===== src/rtl/dmareg_pkg.sv =====
package dmareg_pkg;
  localparam int ADDR_W  = 12;
  localparam int NUM_OPS = 8;

  localparam logic [ADDR_W-1:0] A_CTRL     = 12'h000;
  localparam logic [ADDR_W-1:0] A_ESTAT    = 12'h004;
  localparam logic [ADDR_W-1:0] A_REQ_HI   = 12'h008;
  localparam logic [ADDR_W-1:0] A_REQ_LO   = 12'h00C;
  localparam logic [ADDR_W-1:0] A_EEI_HI   = 12'h010;
  localparam logic [ADDR_W-1:0] A_EEI_LO   = 12'h014;
  localparam logic [ADDR_W-1:0] A_INT_HI   = 12'h020;
  localparam logic [ADDR_W-1:0] A_INT_LO   = 12'h024;
  localparam logic [ADDR_W-1:0] A_ERR_HI   = 12'h028;
  localparam logic [ADDR_W-1:0] A_ERR_LO   = 12'h02C;
  localparam logic [ADDR_W-1:0] A_HRS_HI   = 12'h030;
  localparam logic [ADDR_W-1:0] A_HRS_LO   = 12'h034;
  localparam logic [ADDR_W-1:0] A_DONE_HI  = 12'h038;
  localparam logic [ADDR_W-1:0] A_DONE_LO  = 12'h03C;
  localparam logic [ADDR_W-1:0] A_CMD_BASE = 12'h040;
  localparam logic [ADDR_W-1:0] A_PRIO_BASE = 12'h100;

  // control word: clock gating bit 31, group round robin bit 3, channel round robin bit 2
  localparam int CTRL_CG_BIT  = 31;
  localparam int CTRL_RRG_BIT = 3;
  localparam int CTRL_RRC_BIT = 2;
  localparam logic [31:0] CTRL_MASK = 32'h8000_000C;

  // error status: valid 31, channel 13:8, causes 15,14,7..0
  localparam logic [31:0] ESTAT_CAUSE_MASK = 32'h0000_C0FF;
  localparam int ESTAT_VALID_BIT = 31;
  localparam int ESTAT_CH_LSB    = 8;

  typedef enum logic [2:0] {
    OP_SET_REQ  = 3'd0,
    OP_CLR_REQ  = 3'd1,
    OP_SET_EEI  = 3'd2,
    OP_CLR_EEI  = 3'd3,
    OP_CLR_INT  = 3'd4,
    OP_CLR_ERR  = 3'd5,
    OP_START    = 3'd6,
    OP_CLR_DONE = 3'd7
  } cmd_op_e;
endpackage


===== src/rtl/dmareg_cmd_dec.sv =====
module dmareg_cmd_dec import dmareg_pkg::*; #(
  parameter int NCH = 64
) (
  input  logic                          wr,
  input  logic [ADDR_W-1:0]             addr,
  input  logic [7:0]                    chan,
  output logic [NUM_OPS-1:0][NCH-1:0]   op_vec
);
  localparam int OP_W = $clog2(NUM_OPS);

  logic [63:0]    sel64;
  logic [NCH-1:0] sel;
  logic           is_cmd;

  // channel one-hot; a number at or above NCH selects nothing
  always_comb begin
    sel64 = 64'd1 << chan[5:0];
    sel   = (32'(chan) < NCH) ? sel64[NCH-1:0] : '0;
  end

  assign is_cmd = wr && (addr[ADDR_W-1:5] == A_CMD_BASE[ADDR_W-1:5]) && (addr[1:0] == 2'b00);

  genvar k;
  generate
    for (k = 0; k < NUM_OPS; k++) begin : g_op
      assign op_vec[k] = (is_cmd && addr[2+:OP_W] == OP_W'(k)) ? sel : '0;
    end
  endgenerate
endmodule


===== src/rtl/dmareg_chvec.sv =====
module dmareg_chvec #(
  parameter int N = 64
) (
  input  logic         clk,
  input  logic         rst_n,
  input  logic [N-1:0] set_v,
  input  logic [N-1:0] clr_v,
  output logic [N-1:0] q
);
  // set has priority over a clear in the same cycle
  always_ff @(posedge clk or negedge rst_n) begin
    if (!rst_n) q <= '0;
    else        q <= (q & ~clr_v) | set_v;
  end
endmodule


===== src/rtl/dmareg_errlatch.sv =====
module dmareg_errlatch import dmareg_pkg::*; #(
  parameter int NCH = 64
) (
  input  logic           clk,
  input  logic           rst_n,
  input  logic           evt,
  input  logic [5:0]     chan,
  input  logic [15:0]    cause,
  input  logic [NCH-1:0] clr_v,
  output logic [31:0]    stat
);
  logic [63:0] clr64;
  logic        evt_ok;
  logic        release_now;

  assign clr64       = 64'(clr_v);
  assign evt_ok      = evt && (32'(chan) < NCH);
  assign release_now = stat[ESTAT_VALID_BIT] && clr64[stat[ESTAT_CH_LSB+:6]];

  always_ff @(posedge clk or negedge rst_n) begin
    if (!rst_n) begin
      stat <= '0;
    end else if (evt_ok && (!stat[ESTAT_VALID_BIT] || release_now)) begin
      stat <= (32'd1 << ESTAT_VALID_BIT) | (32'(cause) & ESTAT_CAUSE_MASK)
              | (32'(chan) << ESTAT_CH_LSB);
    end else if (release_now) begin
      stat <= '0;
    end
  end
endmodule


===== src/rtl/dmareg_bank.sv =====
module dmareg_bank import dmareg_pkg::*; #(
  parameter int NCH = 64
) (
  input  logic              clk,
  input  logic              rst_n,
  input  logic              reg_wr,
  input  logic [11:0]       reg_addr,
  input  logic [31:0]       reg_wdata,
  output logic [31:0]       reg_rdata,
  input  logic [NCH-1:0]    done_evt,
  input  logic              err_evt,
  input  logic [5:0]        err_chan,
  input  logic [15:0]       err_cause,
  input  logic [NCH-1:0]    hwreq_in,
  output logic [NCH-1:0]    req_en,
  output logic [NCH-1:0]    start_pulse,
  output logic [NCH*8-1:0]  chan_prio,
  output logic              ctrl_clkgate,
  output logic              rr_group,
  output logic              rr_chan,
  output logic              irq
);
  localparam int PAD_W  = 64;
  localparam int PRIO_W = PAD_W * 8;

  function automatic logic [NCH-1:0] lane(input logic hi, input logic [31:0] d);
    logic [PAD_W-1:0] w;
    w = hi ? {d, 32'h0} : {32'h0, d};
    return w[NCH-1:0];
  endfunction

  logic [NUM_OPS-1:0][NCH-1:0] op_vec;
  logic [NCH-1:0] req_set, req_clr, eei_set, eei_clr;
  logic [NCH-1:0] int_clr, err_set, err_clr, done_clr;
  logic [NCH-1:0] eei_q, int_q, err_q, done_q;
  logic [31:0]    estat;
  logic [31:0]    ctrl_q;
  logic [PAD_W-1:0] err_one;

  dmareg_cmd_dec #(.NCH(NCH)) u_dec (
    .wr(reg_wr), .addr(reg_addr), .chan(reg_wdata[7:0]), .op_vec(op_vec)
  );

  // set and clear sources: commands plus word writes
  always_comb begin
    req_set  = op_vec[OP_SET_REQ];
    req_clr  = op_vec[OP_CLR_REQ];
    eei_set  = op_vec[OP_SET_EEI];
    eei_clr  = op_vec[OP_CLR_EEI];
    int_clr  = op_vec[OP_CLR_INT];
    err_clr  = op_vec[OP_CLR_ERR];
    done_clr = op_vec[OP_CLR_DONE];
    if (reg_wr) begin
      unique case (reg_addr)
        A_REQ_HI: begin req_set |= lane(1'b1, reg_wdata); req_clr |= lane(1'b1, ~reg_wdata); end
        A_REQ_LO: begin req_set |= lane(1'b0, reg_wdata); req_clr |= lane(1'b0, ~reg_wdata); end
        A_EEI_HI: begin eei_set |= lane(1'b1, reg_wdata); eei_clr |= lane(1'b1, ~reg_wdata); end
        A_EEI_LO: begin eei_set |= lane(1'b0, reg_wdata); eei_clr |= lane(1'b0, ~reg_wdata); end
        A_INT_HI: int_clr |= lane(1'b1, reg_wdata);
        A_INT_LO: int_clr |= lane(1'b0, reg_wdata);
        A_ERR_HI: err_clr |= lane(1'b1, reg_wdata);
        A_ERR_LO: err_clr |= lane(1'b0, reg_wdata);
        default: ;
      endcase
    end
    err_one = 64'd1 << err_chan;
    err_set = (err_evt && (32'(err_chan) < NCH)) ? err_one[NCH-1:0] : '0;
  end

  dmareg_chvec #(.N(NCH)) u_req  (.clk(clk), .rst_n(rst_n), .set_v(req_set),  .clr_v(req_clr),  .q(req_en));
  dmareg_chvec #(.N(NCH)) u_eei  (.clk(clk), .rst_n(rst_n), .set_v(eei_set),  .clr_v(eei_clr),  .q(eei_q));
  dmareg_chvec #(.N(NCH)) u_int  (.clk(clk), .rst_n(rst_n), .set_v(done_evt), .clr_v(int_clr),  .q(int_q));
  dmareg_chvec #(.N(NCH)) u_err  (.clk(clk), .rst_n(rst_n), .set_v(err_set),  .clr_v(err_clr),  .q(err_q));
  dmareg_chvec #(.N(NCH)) u_done (.clk(clk), .rst_n(rst_n), .set_v(done_evt), .clr_v(done_clr), .q(done_q));

  dmareg_errlatch #(.NCH(NCH)) u_elat (
    .clk(clk), .rst_n(rst_n), .evt(err_evt), .chan(err_chan),
    .cause(err_cause), .clr_v(err_clr), .stat(estat)
  );

  // start strobes last one cycle
  always_ff @(posedge clk or negedge rst_n) begin
    if (!rst_n) start_pulse <= '0;
    else        start_pulse <= op_vec[OP_START];
  end

  // control word
  always_ff @(posedge clk or negedge rst_n) begin
    if (!rst_n)                             ctrl_q <= '0;
    else if (reg_wr && reg_addr == A_CTRL)  ctrl_q <= reg_wdata & CTRL_MASK;
  end
  assign ctrl_clkgate = ctrl_q[CTRL_CG_BIT];
  assign rr_group     = ctrl_q[CTRL_RRG_BIT];
  assign rr_chan      = ctrl_q[CTRL_RRC_BIT];

  // priority bytes
  genvar c;
  generate
    for (c = 0; c < NCH; c++) begin : g_prio
      logic [7:0] prio_q;
      always_ff @(posedge clk or negedge rst_n) begin
        if (!rst_n) prio_q <= '0;
        else if (reg_wr && reg_addr[11:6] == A_PRIO_BASE[11:6] && reg_addr[5:2] == 4'(c / 4))
          prio_q <= reg_wdata[8*(c%4) +: 8];
      end
      assign chan_prio[8*c +: 8] = prio_q;
    end
  endgenerate

  assign irq = (|int_q) || (|(err_q & eei_q));

  // read mux
  logic [PAD_W-1:0]  req64, eei64, int64, err64, hrs64, done64;
  logic [PRIO_W-1:0] prio_pad;
  always_comb begin
    req64    = 64'(req_en);
    eei64    = 64'(eei_q);
    int64    = 64'(int_q);
    err64    = 64'(err_q);
    hrs64    = 64'(hwreq_in);
    done64   = 64'(done_q);
    prio_pad = PRIO_W'(chan_prio);
    reg_rdata = '0;
    if (reg_addr[11:6] == A_PRIO_BASE[11:6]) begin
      reg_rdata = prio_pad[{reg_addr[5:2], 5'd0} +: 32];
    end else begin
      unique case (reg_addr)
        A_CTRL:    reg_rdata = ctrl_q;
        A_ESTAT:   reg_rdata = estat;
        A_REQ_HI:  reg_rdata = req64[63:32];
        A_REQ_LO:  reg_rdata = req64[31:0];
        A_EEI_HI:  reg_rdata = eei64[63:32];
        A_EEI_LO:  reg_rdata = eei64[31:0];
        A_INT_HI:  reg_rdata = int64[63:32];
        A_INT_LO:  reg_rdata = int64[31:0];
        A_ERR_HI:  reg_rdata = err64[63:32];
        A_ERR_LO:  reg_rdata = err64[31:0];
        A_HRS_HI:  reg_rdata = hrs64[63:32];
        A_HRS_LO:  reg_rdata = hrs64[31:0];
        A_DONE_HI: reg_rdata = done64[63:32];
        A_DONE_LO: reg_rdata = done64[31:0];
        default:   reg_rdata = '0;
      endcase
    end
  end
endmodule


===== config.mk =====
export PLATFORM = sky130hd
export DESIGN_NAME = dmareg_bank
export DESIGN_NICKNAME = d
export VERILOG_FILES = /design/src/rtl/dmareg_pkg.sv /design/src/rtl/dmareg_cmd_dec.sv /design/src/rtl/dmareg_chvec.sv /design/src/rtl/dmareg_errlatch.sv /design/src/rtl/dmareg_bank.sv
export SDC_FILE = /design/constraint.sdc
export NUM_CORES = 2
export LEC_CHECK = 0
export BUFFER_PORTS_ARGS = -buffer_cell sky130_fd_sc_hd__buf_2
export CORE_ASPECT_RATIO = 0.5
export CORE_MARGIN = 3
export CORE_UTILIZATION = 40
export CTS_BUF_LIST = sky130_fd_sc_hd__clkbuf_4
export CTS_CLUSTER_SIZE = 25
export DETAILED_ROUTE_END_ITERATION = 8
export MAX_ROUTING_LAYER = met4
export SLEW_MARGIN = 20
export SYNTH_ARGS = -nofsm -noshare
export SYNTH_HDL_FRONTEND = slang
export SYNTH_SLANG_ARGS = --single-unit

===== constraint.sdc =====
create_clock -name clk -period 10.3 [get_ports clk]
set_input_delay 3.09 -clock clk [delete_from_list [all_inputs] [get_ports clk]]
set_output_delay 3.09 -clock clk [all_outputs]
set_load 0.005 [all_outputs]

# --- Word-level counts from Yosys, hierarchy flattened ---
# Cells that the tools add are included.
classes:
  magnitude_cmp: 2
  eq_ne: 37
  n_shift: 3
  muxes: 28
  bitwise: 30
  reduce_logical: 40
op_table:
  columns: ["cell", "count"]
  rows:
  - ["64-bit two-way mux", 16]
  - ["64-bit case mux with 2 select lines", 6]
  - ["64-bit OR", 11]
  - ["512-bit by 10-bit variable part select with 32-bit output", 1]
  - ["32-bit case mux with 14 select lines", 1]
  - ["64-bit bitwise AND", 6]
  - ["64-bit by 32-bit OR with 64-bit output", 6]
  - ["64-bit inverter", 5]
  - ["64-bit OR reduction", 2]
  - ["1-bit by 6-bit << shifter with 64-bit output (first input constant)", 2]
  - ["12-bit by 6-bit equality test with 1-bit output (second input constant)", 8]
  - ["32-bit two-way mux", 3]
  - ["4-bit equality test (second input constant)", 8]
  - ["32-bit inverter", 1]
  - ["32-bit by 14-bit OR with 32-bit output", 1]
  - ["1-bit logical AND", 30]
  - ["12-bit by 4-bit equality test with 1-bit output (second input constant)", 2]
  - ["12-bit by 5-bit equality test with 1-bit output (second input constant)", 2]
  - ["4-bit by 3-bit equality test with 1-bit output (second input constant)", 4]
  - ["12-bit by 3-bit equality test with 1-bit output (second input constant)", 1]
  - ["3-bit equality test (second input constant)", 4]
  - ["12-bit zero test", 1]
  - ["4-bit by 2-bit equality test with 1-bit output (second input constant)", 2]
  - ["8-bit by 7-bit < comparator with 1-bit output (second input constant)", 1]
  - ["other kinds (14)", 16]
totals:
  regBits: 931
  in_bits: 198

# --- Longest topological paths before layout ---
logic_depth:
  depth_word: 14
  depth_mapped: 16
  ltp_nobuf: 9

# --- Hierarchy ---
# From an unflattened synthesis, not the netlist that was laid out.
hier_totals:
  cells_unflattened: 4472
  hier_area_um2: 49834.0
by_module_without_submodules:
  columns: ["mod", "n_inst", "cells_per_inst", "area_per_inst_um2", "seq_area_each_um2"]
  rows:
  - ["dmareg_bank", 1, 2638, 33113.0, 14488.9]
  - ["dmareg_chvec", 5, 192, 2322.2, 1601.5]
  - ["dmareg_cmd_dec", 1, 726, 3558.4, 0.0]
  - ["dmareg_errlatch", 1, 148, 1551.5, 425.4]

# --- Worst setup path after synthesis ---
# OpenSTA, ideal clock, no wires.
synth_timing:
  kind: "input-to-output"
  start: "in reg_addr[2]"
  end: "out reg_rdata[23]"
  t_arrival_ns: 5.557
  path_slack_ns: 1.653
  stages: 7
  cell_sequence: "clkbuf_1 -> clkbuf_1 -> buf_1 -> mux4_2 -> mux4_2 -> a221oi_1 -> nand4_1"
synth_between:
  elab_chain_cells: 3
synth_lines:
  columns: ["item", "line_no", "source"]
  rows:
  - ["start, declared", "dmareg_bank.sv:7", "input logic [11:0] reg_addr,"]
  - ["branches (longest 2 deep; another with 512-bit by 10-bit variable part select with 32-bit output)", null, null]
  - ["32-bit two-way mux *", "dmareg_bank.sv:124", "if (reg_addr[11:6] == A_PRIO_BASE[11:6]) begin"]
  - ["end, declared", "dmareg_bank.sv:9", "output logic [31:0] reg_rdata,"]
# Every way passes the cells marked *.

# --- Final worst setup path ---
layout_timing:
  start: "in reg_addr[7]"
  end: "out reg_rdata[20]"
layout_between:
  elab_chain_cells: 3
layout_lines:
  columns: ["item", "line_no", "source"]
  rows:
  - ["12-bit by 6-bit equality test with 1-bit output (tied with other cells)", "dmareg_bank.sv:127", "unique case (reg_addr)"]
  - ["32-bit case mux with 14 select lines", "dmareg_bank.sv:127", null]
  - ["32-bit two-way mux *", "dmareg_bank.sv:124", null]
# Mark *: on every way between the ends. The rest lies on a longest branch, timed or not.

==> flow_summary.json <==
{
  "run_status": "complete, no violations",
  "fmax_ghz": 0.105,
  "ctsHtreeMaxLevel": 4,
  "tightest_slew_ps": 1210,
  "p_clk_share_pct": 39.0,
  "drtIter0Drc": 6885,
  "place_hpwl_um": 172000,
  "power.leakage_uw": 0.0252,
  "drc_errors": 0,
  "crit_type": "input pin to output port",
  "place_congestion": 1.07,
  "cts_max_path_buffers": 3,
  "maxSlewViolCount": 0,
  "p_per_area_nw_per_um2": 150,
  "mostFrequentLayoutCells": "dfrtp_1, buf_2, mux2_2",
  "cpPeakStageDelay_ps": 690,
  "synth_top_area_share_pct": 51.6,
  "syn-cell-area_um2": 44400,
  "layout_commonest_cell": "dfrtp_1",
  "crit_required_ps": 7210,
  "grt_pass1_wl_um": 326000,
  "ioPinCount": 874,
  "gr-max-usage-layer": "met2",
  "initial_core_util_pct": 40.8,
  "seq_area_frac_synth_pct": 51.6,
  "cts_resized": 0,
  "firstDrtPassIters": 8,
  "postRouteAntennaNets": 0,
  "synth_edf_count": 0,
  "reg2reg_depth": 9,
  "grt_usage_pct": 40.9,
  "fill_cells": 10100,
  "drive_above_1_share_pct": 43.3,
  "arrival_ps": 6430,
  "fp.dieH_um": 242,
  "die_w_um": 477,
  "routed-via-count": 41600,
  "holdBufCountCts": 0,
  "worstSetupEndpointType": "output port",
  "min_period_over_period_pct": 92.4,
  "multi_input_area_um2": 20400,
  "grt_pass1_vias": 39300,
  "p_sw_share_pct": 31.3,
  "grt-ovfl-total": 0,
  "root_buffer": "clkbuf_4",
  "synth_largest_area_cell": "dfrtp_1",
  "p_sw_uw": 2500,
  "final-hold-violation-count": 0,
  "synth_area_leaders": "dfrtp_1, mux2_2, mux4_2",
  "path_max_fanout": 17,
  "antenna_found_initial": 34,
  "finalSetupTns_ps": 0,
  "rows": 85,
  "grt_max_degree": 180,
  "gr-usage-met1_pct": 53.7,
  "synth.distinct_cells": 74,
  "finalNetCount": 4777,
  "hp-class": "flip-flop to flip-flop",
  "rsz0062_at_grt": "no",
  "async_flop_share_pct": 100,
  "p_seq_share_pct": 48.6,
  "cts_tree": "built",
  "die_area_um2": 115000,
  "syn_nets": 3931,
  "relSlewSlack_pct": 18.9,
  "path_cells": "buf_2, or4_1, or3_1, or3_1, nor2_4, buf_12, a221oi_1, nand3_1, buf_2",
  "use_met2_pct": 56.0,
  "drv_cap": 0,
  "yosys_most_used_dff": "dfrtp_1",
  "avgViaCountPerCell": 6.67,
  "peakVddDrop_mv": 0.109,
  "p_total_uw": 7990,
  "routed_wirelength_um": 236000,
  "setup_viol": 0,
  "skew_ps": 10.1,
  "post-cts-setup-buffers": 0,
  "post_synth.cell_area_avg_um2": 11.9,
  "coreArea_um2": 109000,
  "cts.clk_slew.worst_paths_ps": 70,
  "clock_latency_ps": 1180,
  "ys_ff_latch": 916,
  "period_needed_ps": 9520,
  "io_buffers": 867,
  "internal-power_uw": 5490,
  "slowest_stage": "or3_1",
  "min_path_cells": 2,
  "cp-start-kind": "input pin",
  "ys_warn_count": 0,
  "synthCells": 3733,
  "cts_sinks": 916,
  "cts-buffers-inserted": 215,
  "seqCellArea_um2": 22900,
  "wire_per_inst_um": 37.8,
  "combPwrFrac_pct": 12.4,
  "grtUsageMet3_pct": 15.7,
  "area_growth_pct": 20.1
}
## power by group through the flow
| stage | clock [uW] | combinational (uW) | sequential (uW) |
|---|---|---|---|
| CTS | 3120 | 960 | 3860 |
| detailed placement | 0 | 958 | 3930 |
| global placement | 0 | 950 | 3930 |
| finish | 3110 | 991 | 3880 |
| global route | 3330 | 1040 | 3880 |
| floorplan | 0 | 536 | 3840 |
## kinds of logic (layout without fill, tap and decap cells)
logic type	after synthesis	after routing	synth area share, %
mux	681	681	21.3
compound gates	952	952	14.8
other cells	0	28	0
buf+inv	357	1361	3.10
simple gates	826	826	9.22
xor+xnor	1	1	0.0197
flops	916	916	51.6
## layout make-up
cell class,count,share of cell area [%]
antenna,28,0.131
clock buffer,322,4.53
clock inverter,53,0.593
inverter,11,0.0774
multi-input combinational,2460,38.3
sequential,916,43.0
tap,1479,3.47
timing repair buffer,975,9.97
## per-layer routing
metal	vias up	share of wire (%)
li1	16000	-
met1	21700	39
met2	3298	42
met3	623	14
met4	0	5.2
met5	-	0
## state kept, by name (all words and copies together), names as in the netlist, 17 cells and up
name,flops
u_elat.stat,17
u_req.q,64
u_done.q,64
u_int.q,64
u_eei.q,64
start_pulse,64
u_err.q,64
g_prio.prio_q,512
## final timing paths
path | startpoint | to | slack (ps)
max | reg_addr[7] | reg_rdata[20] | 780
min | u_done.q[45] | u_done.q[45] | 520
max in group asynchronous | rst_n | u_done.q[60] | 6460
max reg2reg | u_elat.stat[12] | u_elat.stat[15] | 6170
min reg2reg | u_done.q[45] | u_done.q[45] | 520
min in group asynchronous | rst_n | g_prio[36].prio_q[1] | 1890
## synthesized netlist by cell type, drive strengths merged, types with 13 or more instances
master  count
dfrtp     916
clkbuf    306
nor2      201
mux2      515
nand2     229
buf        40
o21ai     339
a22o       63
o211ai     16
nor2b      13
a21oi      91
a221o      20
a222oi     18
or3        14
nor3       33
nor4       28
a22oi      64
o221ai    154
o22ai      27
nand4      24
and2       14
a221oi     78
nand2b    144
nand3      61
a31oi      18
mux4      160
## worst max-delay path, delay by kind of cell
| kind | cells | cell delay [ps] |
|---|---|---|
| buf+inv | 3 | 570 |
| simple gates | 5 | 2640 |
| compound gates | 1 | 110 |
## stage by stage
step | instances | hold WS (ps) | worst slack, ps | utilization, % | cell area (um2)
after floorplan | 3733 | 469 | 1650 | - | 44400
after global routing | 6234 | 535 | 775 | 49.0 | 53300
final | 6244 | 519 | 780 | 49.0 | 53300
after global placement | 5841 | 494 | 982 | 46.4 | 50500
after CTS | 6216 | 519 | 958 | 48.9 | 53300
after detailed placement | 5841 | 501 | 966 | 46.4 | 50500
Note: power is estimated with default switching activity, not from simulation.
